<file path="src/rtl/alu_pkg.sv">
package alu_pkg;

  localparam logic [3:0] OP_AND = 4'b0000;
  localparam logic [3:0] OP_OR  = 4'b0001;
  localparam logic [3:0] OP_ADD = 4'b0010;
  localparam logic [3:0] OP_SUB = 4'b0110;
  localparam logic [3:0] OP_SLT = 4'b0111;
  localparam logic [3:0] OP_NOR = 4'b1100;

  typedef enum logic [1:0] {
    PICK_AND  = 2'b00,
    PICK_OR   = 2'b01,
    PICK_SUM  = 2'b10,
    PICK_LESS = 2'b11
  } pick_e;

  typedef struct packed {
    logic  inv_a;
    logic  inv_b;
    pick_e pick;
    logic  legal;
  } slice_ctrl_t;

endpackage

</file>
<file path="src/rtl/alu_decode.sv">
module alu_decode
  import alu_pkg::*;
(
  input  logic [3:0]  op,
  output slice_ctrl_t ctrl
);

  always_comb begin
    ctrl.inv_a = op[3];
    ctrl.inv_b = op[2];
    ctrl.pick  = pick_e'(op[1:0]);
    unique case (op)
      OP_AND, OP_OR, OP_ADD, OP_SUB, OP_SLT, OP_NOR: ctrl.legal = 1'b1;
      default:                                      ctrl.legal = 1'b0;
    endcase
  end

endmodule

</file>
<file path="src/rtl/alu_slice.sv">
module alu_slice
  import alu_pkg::*;
(
  input  logic  a,
  input  logic  b,
  input  logic  inv_a,
  input  logic  inv_b,
  input  pick_e pick,
  input  logic  cin,
  input  logic  less,
  output logic  res,
  output logic  sum,
  output logic  gen,
  output logic  prop
);

  logic a_eff;
  logic b_eff;

  always_comb begin
    a_eff = a ^ inv_a;
    b_eff = b ^ inv_b;
    gen   = a_eff & b_eff;
    prop  = a_eff | b_eff;
    sum   = a_eff ^ b_eff ^ cin;
    unique case (pick)
      PICK_AND: res = gen;
      PICK_OR:  res = prop;
      PICK_SUM: res = sum;
      default:  res = less;
    endcase
  end

endmodule

</file>
<file path="src/rtl/alu_carry.sv">
module alu_carry #(
  parameter int W         = 32,
  parameter int GRP       = 4,
  parameter bit LOOKAHEAD = 1'b1
) (
  input  logic [W-1:0] g,
  input  logic [W-1:0] p,
  input  logic         cin,
  output logic [W:0]   c
);

  localparam int NG = W / GRP;

  generate
    if (LOOKAHEAD) begin : g_cla
      logic [NG-1:0] grp_g;
      logic [NG-1:0] grp_p;
      logic [NG:0]   grp_c;

      // group generate / propagate
      always_comb begin
        for (int k = 0; k < NG; k++) begin
          grp_g[k] = 1'b0;
          grp_p[k] = 1'b1;
          for (int i = 0; i < GRP; i++) begin
            grp_g[k] = g[k*GRP+i] | (p[k*GRP+i] & grp_g[k]);
            grp_p[k] = grp_p[k] & p[k*GRP+i];
          end
        end
      end

      // second-level lookahead across groups, sum-of-products form
      always_comb begin
        logic run;
        grp_c = '0;
        grp_c[0] = cin;
        for (int k = 1; k <= NG; k++) begin
          run = 1'b1;
          for (int j = k - 1; j >= 0; j--) begin
            grp_c[k] = grp_c[k] | (run & grp_g[j]);
            run      = run & grp_p[j];
          end
          grp_c[k] = grp_c[k] | (run & cin);
        end
      end

      // first-level lookahead inside each group
      always_comb begin
        logic run;
        c = '0;
        for (int k = 0; k < NG; k++) begin
          c[k*GRP] = grp_c[k];
          for (int i = 1; i < GRP; i++) begin
            run = 1'b1;
            for (int j = i - 1; j >= 0; j--) begin
              c[k*GRP+i] = c[k*GRP+i] | (run & g[k*GRP+j]);
              run        = run & p[k*GRP+j];
            end
            c[k*GRP+i] = c[k*GRP+i] | (run & grp_c[k]);
          end
        end
        c[W] = grp_c[NG];
      end
    end else begin : g_ripple
      assign c[0] = cin;
      for (genvar i = 0; i < W; i++) begin : g_bit
        assign c[i+1] = g[i] | (p[i] & c[i]);
      end
    end
  endgenerate

endmodule

</file>
<file path="src/rtl/alu_flags.sv">
module alu_flags #(
  parameter int W = 32
) (
  input  logic [W-1:0] res,
  input  logic         sum_msb,
  input  logic         c_into_msb,
  input  logic         c_out_msb,
  output logic         zero,
  output logic         ovf,
  output logic         set
);

  always_comb begin
    zero = ~(|res);
    ovf  = c_into_msb ^ c_out_msb;
    set  = sum_msb ^ ovf;
  end

endmodule

</file>
<file path="src/rtl/alu_core.sv">
module alu_core
  import alu_pkg::*;
#(
  parameter int W         = 32,
  parameter int GRP       = 4,
  parameter bit LOOKAHEAD = 1'b1
) (
  input  logic [W-1:0] a,
  input  logic [W-1:0] b,
  input  logic [3:0]   op,
  output logic [W-1:0] result,
  output logic         zero,
  output logic         overflow,
  output logic         carry_out
);

  slice_ctrl_t  ctrl;
  logic [W-1:0] raw;
  logic [W-1:0] sum;
  logic [W-1:0] gen;
  logic [W-1:0] prop;
  logic [W-1:0] less;
  logic [W:0]   cy;
  logic         set_lt;

  alu_decode u_dec (
    .op   (op),
    .ctrl (ctrl)
  );

  generate
    for (genvar i = 0; i < W; i++) begin : g_slice
      if (i == 0) begin : g_lsb
        assign less[i] = set_lt;
      end else begin : g_upper
        assign less[i] = 1'b0;
      end
      alu_slice u_slice (
        .a     (a[i]),
        .b     (b[i]),
        .inv_a (ctrl.inv_a),
        .inv_b (ctrl.inv_b),
        .pick  (ctrl.pick),
        .cin   (cy[i]),
        .less  (less[i]),
        .res   (raw[i]),
        .sum   (sum[i]),
        .gen   (gen[i]),
        .prop  (prop[i])
      );
    end
  endgenerate

  alu_carry #(
    .W         (W),
    .GRP       (GRP),
    .LOOKAHEAD (LOOKAHEAD)
  ) u_carry (
    .g   (gen),
    .p   (prop),
    .cin (ctrl.inv_b),
    .c   (cy)
  );

  assign result    = ctrl.legal ? raw : '0;
  assign carry_out = cy[W];

  alu_flags #(.W(W)) u_flags (
    .res        (result),
    .sum_msb    (sum[W-1]),
    .c_into_msb (cy[W-1]),
    .c_out_msb  (cy[W]),
    .zero       (zero),
    .ovf        (overflow),
    .set        (set_lt)
  );

endmodule

</file>
<file path="config.mk">
export PLATFORM = sky130hd
export DESIGN_NAME = alu_core
export DESIGN_NICKNAME = d
export VERILOG_FILES = /design/src/rtl/alu_pkg.sv /design/src/rtl/alu_decode.sv /design/src/rtl/alu_slice.sv /design/src/rtl/alu_carry.sv /design/src/rtl/alu_flags.sv /design/src/rtl/alu_core.sv
export SDC_FILE = /design/constraint.sdc
export NUM_CORES = 1
export LEC_CHECK = 0
export BUFFER_PORTS_ARGS = -buffer_cell sky130_fd_sc_hd__buf_4
export CAP_MARGIN = 30
export CORE_MARGIN = 2
export CORE_UTILIZATION = 45
export DETAILED_ROUTE_END_ITERATION = 7
export GPL_TIMING_DRIVEN = 0
export PLACE_DENSITY = 0.7
export SLEW_MARGIN = 40
export SYNTH_ARGS = -nofsm -noshare
export SYNTH_HDL_FRONTEND = slang
export SYNTH_SLANG_ARGS = --single-unit
</file>
<file path="constraint.sdc">
create_clock -name vclk -period 20
set_clock_uncertainty 0.1 [all_clocks]
set_input_delay 4 -clock vclk [all_inputs]
set_output_delay 4 -clock vclk [all_outputs]
set_load 0.05 [all_outputs]
</file>
==> flow_summary_export.csv <==
group,metric,value,unit
final_layout,nClkBuffers,0,
worst_setup_path,setup.worst_path.start,"op[2]",
final_layout,final_nets,802,
worst_setup_path,cp-endpoint,"zero",
worst_setup_path,cpPeakStageDelay,0.64,ns
worst_setup_path,worst-path-stages,22,
pwr,peakVddDrop,0.0298,mV
global_route,grt_max_degree,11,
final_layout,fillers,839,
run,drv_cap,0,
sta,setup_ws,6.13,ns
detailed_routing,avgRoutedWirePerCell,16.7,um
placement,place_congestion,0.960,
floorplanning,core_area,8640,sq um
sta,period_minus_slack,13.87,ns
detailed_routing,dr.pass1.iters,4,
detailed_routing,vias,4359,
worst_setup_path,cp_data_arrival_time,9.77,ns
logic_synthesis,syn_area,3970,sq um
pwr,power_density,46.1,nW/um^2
final_layout,final_cell_mix,"buf_4 (102), inv_1 (85), ha_1 (64)",
min_path,hold_depth,5,
placement,place_ws,6.13,ns
pwr,power.total,0.224,mW
floorplanning,fp.dieH,97.9,um
global_route,antenna_found_initial,0,
run_status,outcome,"finished, final reports clean",
worst_setup_path,crit_path_cell_trace,"buf_4, clkbuf_1, clkbuf_1, xor2_1, inv_1, ha_1, inv_1, a21oi_1, o31ai_1, a22oi_2, nand2_1, a21boi_0, fa_1, xnor2_1, a21oi_1, nand4_1, a2111oi_0, o211ai_1, nor4_1, nand4bb_1, nor3b_2, buf_4",
final_layout,seq_cells,0,
detailed_routing,via_per_inst,5.67,
worst_setup_path,crit_buf_inv,6,
final_layout,drive_gt1_share,21.3,%
sta,post-route-period-util,69.3,%
floorplanning,num_rows,34,
worst_setup_path,endpoint_kind,"primary output",
sta,maxSlewHeadroom,44.1,%
worst_setup_path,crit_family,"compound AO/OA/AOI/OAI gates",
sta,final-setup-viol-count,0,
detailed_routing,drt-initial-drc-count,333,
detailed_routing,ant_nets,0,
clock_network,cts_resized,0,
sta,worst_pin_slew,0.838,ns
sta,fmax,72.1,MHz
final_layout,layout_commonest_cell,"buf_4",
sta,maxSlewViolCount,0,
clock_network,post-cts-setup-buffer-count,0,
placement,placed_cells,769,
sta,fin_setup_tns,0,ns
detailed_routing,route.detailed.drc,0,
global_route,gr-total-overflow,0,
pwr,p_leak,2.47,nW
worst_setup_path,cp_max_fo,10,
global_route,grt_pass1_vias,4240,
final_layout,syn_to_final_growth,22.8,%
sta,timing.final.hold_violations,0,
placement,io_buffers,102,
min_path,hold_class,"in2out",
final_layout,final-seq-area,0,sq um
final_layout,antennaDiodeCount,0,
worst_setup_path,worstSetupPathType,"in2out",
floorplanning,die_x,97.9,um
clock_network,ctsHoldBuffers,0,
logic_synthesis,synth_fp_nets,698,
global_route,grt_usage,26.3,%
worst_setup_path,worstPathRequired,15.90,ns
worst_setup_path,cp_slowest_cell,"clkbuf_1",
logic_synthesis,yosysWarnings,0,
floorplanning,start_util,45.9,%
logic_synthesis,syn_inst,559,
placement,dp_hpwl,10500,um
worst_setup_path,start_kind,"primary input",
sta,rsz0062_at_grt,"no",
floorplanning,die_area,9580,sq um
final_layout,fin_cells,769,
logic_synthesis,syn_area_per_cell,7.09,sq um
global_route,grt_pass1_wl,20900,um
detailed_routing,drt-total-wl,12800,um
logic_synthesis,synth.distinct_cells,75,
floorplanning,io_pins,103,
logic_synthesis,yosysSeqAreaShare,0,%
## worst min path at each step
stage	start	endpoint	slack [ns]
after detailed placement	op[0]	result[24]	8.52
after global routing	op[0]	result[24]	8.55
final	op[0]	result[24]	8.54
after CTS	op[0]	result[24]	8.52
after floorplan	op[0]	result[24]	8.28
after global placement	op[0]	result[24]	8.52
## worst min-delay path: cells and delay by family
kind / cells / cell delay [ns]
buf+inv: 3 / 0.40
mux: 1 / 0.17
simple gates: 1 / 0.06
## synthesized netlist by cell type, types with 7 or more instances
| master | count | area, sq um |
|---|---|---|
| inv_1 | 85 | 319 |
| ha_1 | 64 | 801 |
| xor2_1 | 61 | 534 |
| nor2_1 | 60 | 225 |
| a21oi_1 | 35 | 175 |
| nand2_1 | 20 | 75.1 |
| xnor2_1 | 16 | 140 |
| clkbuf_1 | 14 | 52.6 |
| nor3_1 | 14 | 70.1 |
| a211oi_1 | 13 | 97.6 |
| o21ai_0 | 12 | 60.1 |
| mux2i_1 | 10 | 100 |
| buf_2 | 9 | 45.0 |
| nand2b_1 | 9 | 56.3 |
| nor2b_1 | 9 | 56.3 |
| o21bai_1 | 8 | 60.1 |
| o22ai_1 | 8 | 50.1 |
| fa_1 | 7 | 140 |
| nor4_1 | 7 | 43.8 |
| o211ai_1 | 7 | 52.6 |
## layer usage
layer / GRT usage (%) / routed length, um
met1: 35.6 / 5650
met2: 46.1 / 6150
met3: 1.15 / 738
met4: 5.98 / 304
met5: 0 / 0
## final cells by class
| type | instances | area [sq um] | area share [%] |
|---|---|---|---|
| plain buffers | 23 | 101 | 2.08 |
| well taps | 108 | 135 | 2.77 |
| inverters | 88 | 330 | 6.78 |
| repair buffers | 102 | 766 | 15.7 |
| multi-input cells | 448 | 3540 | 72.6 |
## power breakdown
group | switching (mW) | internal [mW]
Combinational | 0.139 | 0.0856
Sequential | 0 | 0
Clock | 0 | 0
## stage by stage
stage	cell area, sq um	hold slack, ns	util (%)
after floorplan	3970	8.28	-
after global placement	4870	8.52	56.3
after detailed placement	4870	8.52	56.4
after CTS	4870	8.52	56.4
after global routing	4870	8.55	56.4
final	4870	8.54	56.4
## cells by family (layout without fill, tap and decap cells)
kind of cell	count (synthesis)	after routing	synth area share [%]
AND/OR/NAND/NOR	153	153	19.9
AO/OA/AOI/OAI	135	135	25.5
buffers and inverters	111	213	10.8
XOR/XNOR	77	77	17.0
adder cells (fa/ha/maj)	71	71	23.7
multiplexers	12	12	3.09
(Power assumes the default switching activity.)
